==> src/rtl/cfgc_pkg.sv <==
package cfgc_pkg;

    localparam int CFG_AW = 7;
    localparam int CFG_DW = 8;

    typedef enum logic [1:0] {
        ST_BOOT = 2'd0,
        ST_IDLE = 2'd1,
        ST_SAVE = 2'd2
    } seq_state_e;

    localparam logic [CFG_AW-1:0] OFS_ID   = 7'h00;
    localparam logic [CFG_AW-1:0] OFS_CTRL = 7'h01;
    localparam logic [CFG_AW-1:0] OFS_CNT  = 7'h06;
    localparam logic [CFG_AW-1:0] OFS_STAT = 7'h07;
    localparam logic [CFG_AW-1:0] RSV_LO   = 7'h08;
    localparam logic [CFG_AW-1:0] RSV_HI   = 7'h0F;

    localparam int BUSY_BIT = 6;
    localparam int LOCK_BIT = 5;
    localparam int PD_BIT   = 4;
    localparam int TRIG_BIT = 0;

    localparam logic [CFG_DW-1:0] CNT_RST = 8'hA0;

    // Bits a bus write or a load may change in the live bank.
    function automatic logic [CFG_DW-1:0] live_mask(input logic [CFG_AW-1:0] a);
        if (a == OFS_ID || a == OFS_STAT || (a >= RSV_LO && a <= RSV_HI))
            return 8'h00;
        else if (a == OFS_CTRL)
            return 8'h3F;
        else
            return 8'hFF;
    endfunction

    // Bits allowed to be 1 in the stored image.
    function automatic logic [CFG_DW-1:0] image_mask(input logic [CFG_AW-1:0] a);
        logic [CFG_DW-1:0] m;
        m = live_mask(a);
        if (a == OFS_CTRL) m[PD_BIT]   = 1'b0;
        if (a == OFS_CNT)  m[TRIG_BIT] = 1'b0;
        return m;
    endfunction

endpackage

==> src/rtl/cfgc_regfile.sv <==
module cfgc_regfile
    import cfgc_pkg::*;
#(
    parameter int NUM_BYTES = 80
) (
    input  logic              clk,
    input  logic              rst_n,
    input  logic              we,
    input  logic [CFG_AW-1:0] waddr,
    input  logic [CFG_DW-1:0] wdata,
    input  logic [CFG_AW-1:0] raddr_a,
    output logic [CFG_DW-1:0] rdata_a,
    input  logic [CFG_AW-1:0] raddr_b,
    output logic [CFG_DW-1:0] rdata_b,
    output logic              pd_bit,
    output logic              trig_bit,
    output logic [6:0]        cnt_field
);

    logic [CFG_DW-1:0] regs [NUM_BYTES];

    for (genvar g = 0; g < NUM_BYTES; g++) begin : g_byte
        localparam logic [CFG_DW-1:0] MASK  = live_mask(CFG_AW'(g));
        localparam logic [CFG_DW-1:0] RST_V = (g == int'(OFS_CNT)) ? CNT_RST : 8'h00;
        always_ff @(posedge clk or negedge rst_n) begin
            if (!rst_n)
                regs[g] <= RST_V;
            else if (we && waddr == CFG_AW'(g))
                regs[g] <= (regs[g] & ~MASK) | (wdata & MASK);
        end
    end

    always_comb begin
        rdata_a = (int'(raddr_a) < NUM_BYTES) ? regs[raddr_a] : '0;
        rdata_b = (int'(raddr_b) < NUM_BYTES) ? regs[raddr_b] : '0;
    end

    assign pd_bit    = regs[OFS_CTRL][PD_BIT];
    assign trig_bit  = regs[OFS_CNT][TRIG_BIT];
    assign cnt_field = regs[OFS_CNT][7:1];

endmodule

==> src/rtl/cfgc_seq.sv <==
module cfgc_seq
    import cfgc_pkg::*;
#(
    parameter int NUM_BYTES = 80
) (
    input  logic              clk,
    input  logic              rst_n,
    input  logic              trig_bit,
    input  logic [CFG_DW-1:0] save_data,
    output logic              nv_req,
    output logic              nv_we,
    output logic [CFG_AW-1:0] nv_addr,
    output logic [CFG_DW-1:0] nv_wdata,
    input  logic [CFG_DW-1:0] nv_rdata,
    input  logic              nv_ack,
    output logic              ld_we,
    output logic [CFG_AW-1:0] ld_addr,
    output logic [CFG_DW-1:0] ld_data,
    output logic              busy,
    output logic              trig_rise,
    output logic              lock_st
);

    localparam logic [CFG_AW-1:0] LAST_IDX = CFG_AW'(NUM_BYTES - 1);

    seq_state_e        st, st_nxt;
    logic [CFG_AW-1:0] idx, idx_nxt;
    logic              trig_q;
    logic              last;

    assign last      = (idx == LAST_IDX);
    assign trig_rise = trig_bit & ~trig_q;

    // State register and tracked flags
    always_ff @(posedge clk or negedge rst_n) begin
        if (!rst_n) begin
            st      <= ST_BOOT;
            idx     <= '0;
            trig_q  <= 1'b0;
            lock_st <= 1'b0;
        end else begin
            st     <= st_nxt;
            idx    <= idx_nxt;
            trig_q <= trig_bit;
            if (nv_ack && idx == OFS_CTRL) begin
                if (st == ST_BOOT)
                    lock_st <= nv_rdata[LOCK_BIT];
                else if (st == ST_SAVE)
                    lock_st <= nv_wdata[LOCK_BIT];
            end
        end
    end

    // Next state and outputs
    always_comb begin
        st_nxt  = st;
        idx_nxt = idx;
        nv_req  = 1'b0;
        nv_we   = 1'b0;
        ld_we   = 1'b0;
        unique case (st)
            ST_BOOT: begin
                nv_req = 1'b1;
                if (nv_ack) begin
                    ld_we = 1'b1;
                    if (last) st_nxt = ST_IDLE;
                    else      idx_nxt = idx + 1'b1;
                end
            end
            ST_IDLE: begin
                if (trig_rise && !lock_st) begin
                    st_nxt  = ST_SAVE;
                    idx_nxt = '0;
                end
            end
            ST_SAVE: begin
                nv_req = 1'b1;
                nv_we  = 1'b1;
                if (nv_ack) begin
                    if (last) st_nxt = ST_IDLE;
                    else      idx_nxt = idx + 1'b1;
                end
            end
            default: st_nxt = ST_IDLE;
        endcase
    end

    assign busy     = (st != ST_IDLE);
    assign nv_addr  = idx;
    assign nv_wdata = save_data;
    assign ld_addr  = idx;
    assign ld_data  = nv_rdata & image_mask(idx);

endmodule

==> src/rtl/cfgc_rdport.sv <==
module cfgc_rdport
    import cfgc_pkg::*;
#(
    parameter logic       DEV_TYPE  = 1'b1,
    parameter logic [2:0] REV_ID    = 3'd2,
    parameter logic [3:0] VENDOR_ID = 4'h1
) (
    input  logic              clk,
    input  logic              rst_n,
    input  logic              rd_en,
    input  logic              wr_en,
    input  logic [CFG_AW-1:0] addr,
    input  logic [CFG_DW-1:0] live_byte,
    input  logic              busy,
    output logic [CFG_DW-1:0] rdata,
    output logic              rvalid,
    output logic              rej_flag
);

    logic [CFG_DW-1:0] val;

    always_comb begin
        if (addr == OFS_ID)
            val = {DEV_TYPE, REV_ID, VENDOR_ID};
        else if (addr == OFS_STAT)
            val = {7'b0, rej_flag};
        else if (addr == OFS_CTRL)
            val = (live_byte & 8'h3F) | (CFG_DW'(busy) << BUSY_BIT);
        else
            val = live_byte;
    end

    always_ff @(posedge clk or negedge rst_n) begin
        if (!rst_n) begin
            rdata    <= '0;
            rvalid   <= 1'b0;
            rej_flag <= 1'b0;
        end else begin
            rvalid <= rd_en;
            if (rd_en) rdata <= val;
            if (wr_en && busy)
                rej_flag <= 1'b1;
            else if (rd_en && addr == OFS_STAT)
                rej_flag <= 1'b0;
        end
    end

endmodule

==> src/rtl/cfg_commit_ctrl.sv <==
module cfg_commit_ctrl
    import cfgc_pkg::*;
#(
    parameter int         NUM_BYTES = 80,
    parameter logic       DEV_TYPE  = 1'b1,
    parameter logic [2:0] REV_ID    = 3'd2,
    parameter logic [3:0] VENDOR_ID = 4'h1
) (
    input  logic        clk,
    input  logic        rst_n,
    input  logic        bus_wr,
    input  logic        bus_rd,
    input  logic [6:0]  bus_addr,
    input  logic [7:0]  bus_wdata,
    output logic [7:0]  bus_rdata,
    output logic        bus_rvalid,
    output logic        busy,
    output logic [6:0]  blk_cnt,
    output logic        pwr_down,
    output logic        nv_req,
    output logic        nv_we,
    output logic [6:0]  nv_addr,
    output logic [7:0]  nv_wdata,
    input  logic [7:0]  nv_rdata,
    input  logic        nv_ack
);

    logic              ld_we;
    logic [CFG_AW-1:0] ld_addr;
    logic [CFG_DW-1:0] ld_data;
    logic              rf_we;
    logic [CFG_AW-1:0] rf_waddr;
    logic [CFG_DW-1:0] rf_wdata;
    logic [CFG_DW-1:0] live_a, live_b, save_data;
    logic              trig_bit, trig_rise, lock_st, rej_flag;

    // Sequencer owns the write port while busy; bus writes are dropped then.
    assign rf_we     = busy ? ld_we   : bus_wr;
    assign rf_waddr  = busy ? ld_addr : bus_addr;
    assign rf_wdata  = busy ? ld_data : bus_wdata;
    assign save_data = live_b & image_mask(nv_addr);

    cfgc_regfile #(.NUM_BYTES(NUM_BYTES)) u_rf (
        .clk       (clk),
        .rst_n     (rst_n),
        .we        (rf_we),
        .waddr     (rf_waddr),
        .wdata     (rf_wdata),
        .raddr_a   (bus_addr),
        .rdata_a   (live_a),
        .raddr_b   (nv_addr),
        .rdata_b   (live_b),
        .pd_bit    (pwr_down),
        .trig_bit  (trig_bit),
        .cnt_field (blk_cnt)
    );

    cfgc_seq #(.NUM_BYTES(NUM_BYTES)) u_seq (
        .clk       (clk),
        .rst_n     (rst_n),
        .trig_bit  (trig_bit),
        .save_data (save_data),
        .nv_req    (nv_req),
        .nv_we     (nv_we),
        .nv_addr   (nv_addr),
        .nv_wdata  (nv_wdata),
        .nv_rdata  (nv_rdata),
        .nv_ack    (nv_ack),
        .ld_we     (ld_we),
        .ld_addr   (ld_addr),
        .ld_data   (ld_data),
        .busy      (busy),
        .trig_rise (trig_rise),
        .lock_st   (lock_st)
    );

    cfgc_rdport #(
        .DEV_TYPE  (DEV_TYPE),
        .REV_ID    (REV_ID),
        .VENDOR_ID (VENDOR_ID)
    ) u_rd (
        .clk       (clk),
        .rst_n     (rst_n),
        .rd_en     (bus_rd),
        .wr_en     (bus_wr),
        .addr      (bus_addr),
        .live_byte (live_a),
        .busy      (busy),
        .rdata     (bus_rdata),
        .rvalid    (bus_rvalid),
        .rej_flag  (rej_flag)
    );

endmodule

==> config.mk <==
export PLATFORM = sky130hd
export DESIGN_NAME = cfg_commit_ctrl
export DESIGN_NICKNAME = d
export VERILOG_FILES = /design/src/rtl/cfgc_pkg.sv /design/src/rtl/cfgc_regfile.sv /design/src/rtl/cfgc_seq.sv /design/src/rtl/cfgc_rdport.sv /design/src/rtl/cfg_commit_ctrl.sv
export SDC_FILE = /design/constraint.sdc
export NUM_CORES = 1
export LEC_CHECK = 0
export CAP_MARGIN = 10
export CORE_MARGIN = 2
export CORE_UTILIZATION = 44
export DETAILED_ROUTE_END_ITERATION = 8
export PLACE_DENSITY = 0.7
export SLEW_MARGIN = 20
export SYNTH_ARGS = -nofsm -noshare
export SYNTH_HDL_FRONTEND = slang
export SYNTH_HIERARCHICAL = 1
export SYNTH_SLANG_ARGS = --single-unit
==> constraint.sdc <==
create_clock -name clk -period 4.5 [get_ports clk]
set_clock_uncertainty 0.2 [all_clocks]
set_input_delay 0.9 -clock clk [delete_from_list [all_inputs] [get_ports clk]]
set_output_delay 0.9 -clock clk [all_outputs]
set_load 0.03 [all_outputs]
==> results.sh, run 1 <==
export IMPL_status="finished with violations"
export IMPL_violations="setup timing"
export IMPL_relSlewSlack_pct=30.98
export IMPL_cp_max_fo=12
export IMPL_gp_congestion=0.9723
export IMPL_drv_cap=0
export IMPL_start_util_pct=44.44
export IMPL_layout_cells_non_filler=3469
export IMPL_die_x_um=275.2
export IMPL_ff2ff_setup_slack_ns=0.46
export IMPL_grt_usage_pct=28.51
export IMPL_nNetsFinal=2493
export IMPL_power_leakage_nw=16.89
export IMPL_clk_pin_slew_worst_paths_ns=0.06
export IMPL_power_density_mw_per_mm2=678.7
export IMPL_maxSlewViolCount=0
export IMPL_die_h_um=275.2
export IMPL_fp_dieArea_mm2=0.07574
export IMPL_cts_tree="built"
export IMPL_clock_fmax_mhz=221.9
export IMPL_most_common_layout_cells="612 x mux2_2, 573 x dfrtp_1, 198 x mux4_2"
export IMPL_syn_cell_area_mm2=0.03236
export IMPL_tightest_slew_ns=1.034
export IMPL_cts_buffer_depth=3
export IMPL_overflow=0
export IMPL_dp_final_hpwl_um=72920
export IMPL_first_global_vias=23342
export IMPL_antenna_left=0
export IMPL_diodes=0
export IMPL_viasPerCell=6.686
export IMPL_setup_tns_ns=-0.01371
export IMPL_hold_viol=0
export IMPL_io_buffer_count=62
export IMPL_syn_to_final_growth_pct=15.28
export IMPL_rsz0062_at_grt="true"
export IMPL_route_detailed_drc=0
export IMPL_wirelength_um=108300
export IMPL_drive_gt1_share_pct=47.33
export IMPL_num_vias=23195
export IMPL_cts_sinks=579
export IMPL_path_cells="buf_4 -> buf_16 -> clkinvlp_4 -> buf_12 -> mux2_2 -> o22ai_1 -> o21ai_0 -> a31o_2 -> a21boi_1 -> buf_4 -> buf_12"
export IMPL_root_buffer="clkbuf_16"
export IMPL_setup_ws_ns=-0.007382
export IMPL_worstSetupStartpointType="register"
export IMPL_final_common_cell="mux2_2"
export IMPL_crit_slowest_cell="dfrtp_4"
export IMPL_first_iter_violations=2638
export IMPL_htree_levels=2
export IMPL_dp_slack_ns=0.09314
export IMPL_total_power_mw=25.32
export IMPL_fin_crit_ns=4.507
export IMPL_avgSynthCellArea_um2=13.67
export IMPL_required_ns=3.40
export IMPL_grt_max_degree=117
export IMPL_cts_made_buffers=61
export IMPL_vdd_drop_max_mv=0.5644
export IMPL_syn_nets=2399
export IMPL_grt_pass1_wl_um=159900
export IMPL_first_pass_iters=5
export IMPL_yosysWarnings=6
export IMPL_crit_family="buffers and inverters"
export IMPL_ios=63
export IMPL_endpoint_kind="primary output"
export IMPL_worst_path_buf_inv=6
export IMPL_syn_inst=2367
export IMPL_path_class="reg -> out"
export IMPL_antenna_found_initial=1
export IMPL_fin_crit_sh_pct=100.2
export IMPL_core_area_mm2=0.07283
export IMPL_setup_viol=2
export IMPL_numPlacedInstances=3338
export IMPL_cpPeakStageDelay_ns=0.51
export IMPL_wl_per_cell_um=31.21
export IMPL_critPathArrivalTime_ns=3.41
export IMPL_fp_row_count=99
export IMPL_utilization_pct=51.22
export IMPL_worstSkewPairLatency_ns=0.65
export IMPL_hold_class="reg -> reg"
state kept, by name (all words and copies together), names as in the netlist, 2 cells and up:
signal and flops:
u_rd/rdata 8, u_rf/regs 549, u_rf/cnt_field 7, u_seq/ld_addr 7
u_seq/st 2
per-stage QoR:
stage | hold slack (ns) | area, um^2
floorplan | 0.2493 | 32360
global placement | 0.2984 | 34590
detailed placement | 0.3079 | 34600
CTS | 0.3210 | 37080
global route | 0.3399 | 37310
finish | 0.3161 | 37310
cell type report:
class                   instances  area, um^2
repair inverters                1       5.005
inverters                      16       68.82
multi-input cells            1561       16890
repair buffers                241        2515
fillers                      6107       35530
clock buffers                  88        1790
well taps                     959        1200
flip-flops and latches        579       14500
clock inverters                24       335.3
routing by layer:
metal | up-vias | share of wire [%] | track usage (%)
met1 | 12216 | 39 | 38.97
li1 | 9310 | - | -
met2 | 1365 | 46 | 43.92
met3 | 302 | 9.7 | 5.820
met4 | 2 | 4.9 | 13.17
met5 | - | 0.012 | 0
where the power goes:
part	switching, mW	total (mW)	internal [mW]	leakage, nW
Combinational	6.13	11.5	5.35	7.96
Sequential	1.50	8.48	6.98	7.88
Clock	2.15	5.36	3.21	1.04
Total	9.79	25.3	15.5	16.9
worst paths after layout:
path	startpoint	endpoint	cells after the start
max	u_seq/ld_addr[0]$_DFFE_PN0P_	nv_wdata[0]	11
min	u_rd/rdata[6]$_DFFE_PN0P_	u_rd/rdata[6]$_DFFE_PN0P_	1
max reg2reg	u_seq/st[0]$_DFFE_PN0P_	u_rf/regs[59]$_DFFE_PN0P_	6
min reg2reg	u_rd/rdata[6]$_DFFE_PN0P_	u_rd/rdata[6]$_DFFE_PN0P_	1
max in group asynchronous	rst_n	u_rf/regs[112]$_DFFE_PN0P_	3
min in group asynchronous	rst_n	u_seq/ld_addr[2]$_DFFE_PN0P_	2
what timing repair did:
item | in CTS | in global routing
pin swaps | 1 | 6
endpoints found under the setup margin | 7 | 8
endpoints found under the hold margin | 1 | 0
buffers inserted | 8 | 4
resized for setup | 36 | 33
cloned | 4 | 2
hold buffers | 1 | 0
No activity file was read; power rests on OpenSTA's default activity.
==> run 2, diff against run 1 <==
PLACE_DENSITY = 0.72   (was 0.7)
clock period = 3.9 ns   (was 4.5 ns; I/O delays follow)
==> run 2 against run 1 <==
Effect of this change:
- the flow finishes with violations (hold timing, setup timing)
- die area unchanged
- worst setup slack worse by 0.29 ns
- sequential power up 15%
- largest cell class unchanged
- largest power group unchanged
- highest routed layer unchanged
==> results.sh, run 2 (same netlist as run 1, synthesis figures left out) <==
export IMPL_status="finished with violations"
export IMPL_violations="hold timing, setup timing"
export IMPL_cts_made_buffers=67
export IMPL_fp_row_count=99
export IMPL_cts_buffer_depth=3
export IMPL_setup_tns_ns=-2.113
export IMPL_hold_class="in -> async"
export IMPL_num_vias=23510
export IMPL_n_fill_cell=5939
export IMPL_p_clk_share_pct=21.1
export IMPL_worstSkewPairLatency_ns=0.63
export IMPL_htree_levels=3
export IMPL_total_power_mw=30.28
export IMPL_viasPerCell=6.628
export IMPL_worstSetupStartpointType="register"
export IMPL_placed_area_mm2=0.03508
export IMPL_overflow=0
export IMPL_path_class="reg -> out"
export IMPL_first_iter_violations=2883
export IMPL_syn_to_final_growth_pct=18.80
export IMPL_p_int_mw=18.68
export IMPL_endpoint="nv_wdata[7]"
export IMPL_endpoint_kind="primary output"
export IMPL_die_h_um=275.2
export IMPL_critPathArrivalTime_ns=3.22
export IMPL_worst_hold_slack_ns=-0.03028
export IMPL_nNetsFinal=2567
export IMPL_drv_cap=0
export IMPL_cp_max_fo=7
export IMPL_combPwrFrac_pct=46.8
export IMPL_clk_pin_slew_worst_paths_ns=0.06
export IMPL_utilization_pct=52.79
export IMPL_antenna_left=0
export IMPL_grt_pass1_wl_um=161300
export IMPL_critPathLaunch="u_seq/ld_addr[1]$_DFFE_PN0P_"
export IMPL_netSwitchingFraction_pct=38.32
export IMPL_first_global_vias=23998
export IMPL_grt_max_degree=85
export IMPL_timing_critical_path_mode_cell="buf_12"
export IMPL_setup_viol=8
export IMPL_first_pass_iters=6
export IMPL_wirelength_um=109100
export IMPL_fin_crit_sh_pct=107.6
export IMPL_diodes=0
export IMPL_io_buffer_count=62
export IMPL_cpPeakStageDelay_ns=0.51
export IMPL_relSlewSlack_pct=34.50
export IMPL_path_cells="buf_12 -> buf_6 -> buf_16 -> buf_8 -> mux4_2 -> mux2i_1 -> o21ai_2 -> nor4_4 -> buf_4 -> o32ai_2 -> and2_4 -> buf_12"
export IMPL_dp_slack_ns=-0.01071
export IMPL_required_ns=2.92
export IMPL_hold_viol=9
export IMPL_power_leakage_nw=17.46
export IMPL_cts_tree="built"
export IMPL_regMostFlops="u_rf/regs"
export IMPL_gp_congestion=0.9514
export IMPL_final_common_cell="mux2_2"
export IMPL_die_x_um=275.2
export IMPL_maxSlewViolCount=0
export IMPL_timing_rr_end="u_rf/regs[497]$_DFFE_PN0P_"
export IMPL_most_common_layout_cells="608 x mux2_2, 573 x dfrtp_1, 198 x mux4_2"
export IMPL_grt_usage_pct=28.86
export IMPL_ios=63
export IMPL_tightest_slew_ns=0.9814
export IMPL_core_area_mm2=0.07283
export IMPL_ff2ff_setup_slack_ns=0.19
export IMPL_antenna_found_initial=1
export IMPL_cts_hold_buf=0
export IMPL_timing_rr_start="u_seq/st[1]$_DFFE_PN0P_"
export IMPL_route_detailed_drc=0
export IMPL_reg_largest_list="u_rf/regs: 549 flops, u_rd/rdata: 8 flops"
export IMPL_clock_fmax_mhz=238.3
export IMPL_power_switching_mw=11.60
export IMPL_layout_cells_non_filler=3547
export IMPL_dp_final_hpwl_um=72090
export IMPL_vdd_drop_max_mv=0.5885
export IMPL_numPlacedInstances=3385
export IMPL_largest_reg_flops=549
export IMPL_cts_sinks=579
export IMPL_fin_area_mm2=0.03845
export IMPL_wl_per_cell_um=30.77
export IMPL_root_buffer="clkbuf_16"
export IMPL_setup_ws_ns=-0.2966
export IMPL_seqPwrFrac_pct=32.1
export IMPL_power_density_mw_per_mm2=787.6
export IMPL_worst_r2r_cell_count=7
export IMPL_drive_gt1_share_pct=49.38
export IMPL_start_util_pct=44.44
export IMPL_fp_dieArea_mm2=0.07574
export IMPL_crit_slowest_cell="dfrtp_4"
export IMPL_fin_crit_ns=4.197
export IMPL_rsz0062_at_grt="true"
-- run 2: routing by layer --
| layer | GRT usage [%] | part of all wire [%] |
|---|---|---|
| met1 | 38.04 | 39 |
| met2 | 44.96 | 46 |
| met3 | 7.151 | 9.7 |
| met4 | 13.64 | 4.8 |
| met5 | 0 | 0.014 |
-- run 2: worst max-delay path: cells and delay by family (launching register included) --
family	cells	cell delay, ns
buffers and inverters	6	0.90
DFF	1	0.51
and+or+nand+nor	2	0.51
muxes	2	0.47
AOI/OAI and AO/OA	2	0.20
-- run 2: power by group through the flow --
stage,registers (mW),clock network [mW],logic [mW]
global placement,9.50,0,12.1
global route,9.93,6.72,14.7
finish,9.72,6.38,14.2
floorplan,9.13,0,8.12
detailed placement,9.72,0,12.4
CTS,9.62,6.46,13.5
-- run 2: area by class of cell --
cell class	instances	area [um^2]	share of cell area (%)
inverter	16	67.56	0.1757
clock inverter	23	251.5	0.6541
clock buffer	99	1959	5.096
multi-input combinational	1561	17110	44.50
tap	959	1200	3.121
sequential	579	14500	37.72
timing repair buffer	310	3356	8.728
-- run 2: repair_timing --
item                                    4_1_cts  5_1_grt
pin swaps                                    24       17
setup buffers                                16       21
endpoints found under the setup margin        8        8
resized for setup                           106       43
gates cloned                                 10        0
-- run 2: how the worst min path moves through the flow --
stage	depth (start not counted)	to	slack (ns)
2_1_floorplan	0	u_seq/trig_q$_DFF_PN0_	0.25
3_3_place_gp	1	u_rd/rdata[4]$_DFFE_PN0P_	0.30
3_5_place_dp	2	u_rd/rej_flag$_DFFE_PN0P_	0.30
4_1_cts	1	u_rf/regs[50]$_DFFE_PN0P_	0.06
5_1_grt	1	u_rf/regs[42]$_DFFE_PN0P_	0.02
6_report	1	u_rf/regs[34]$_DFFE_PN0P_	-0.03
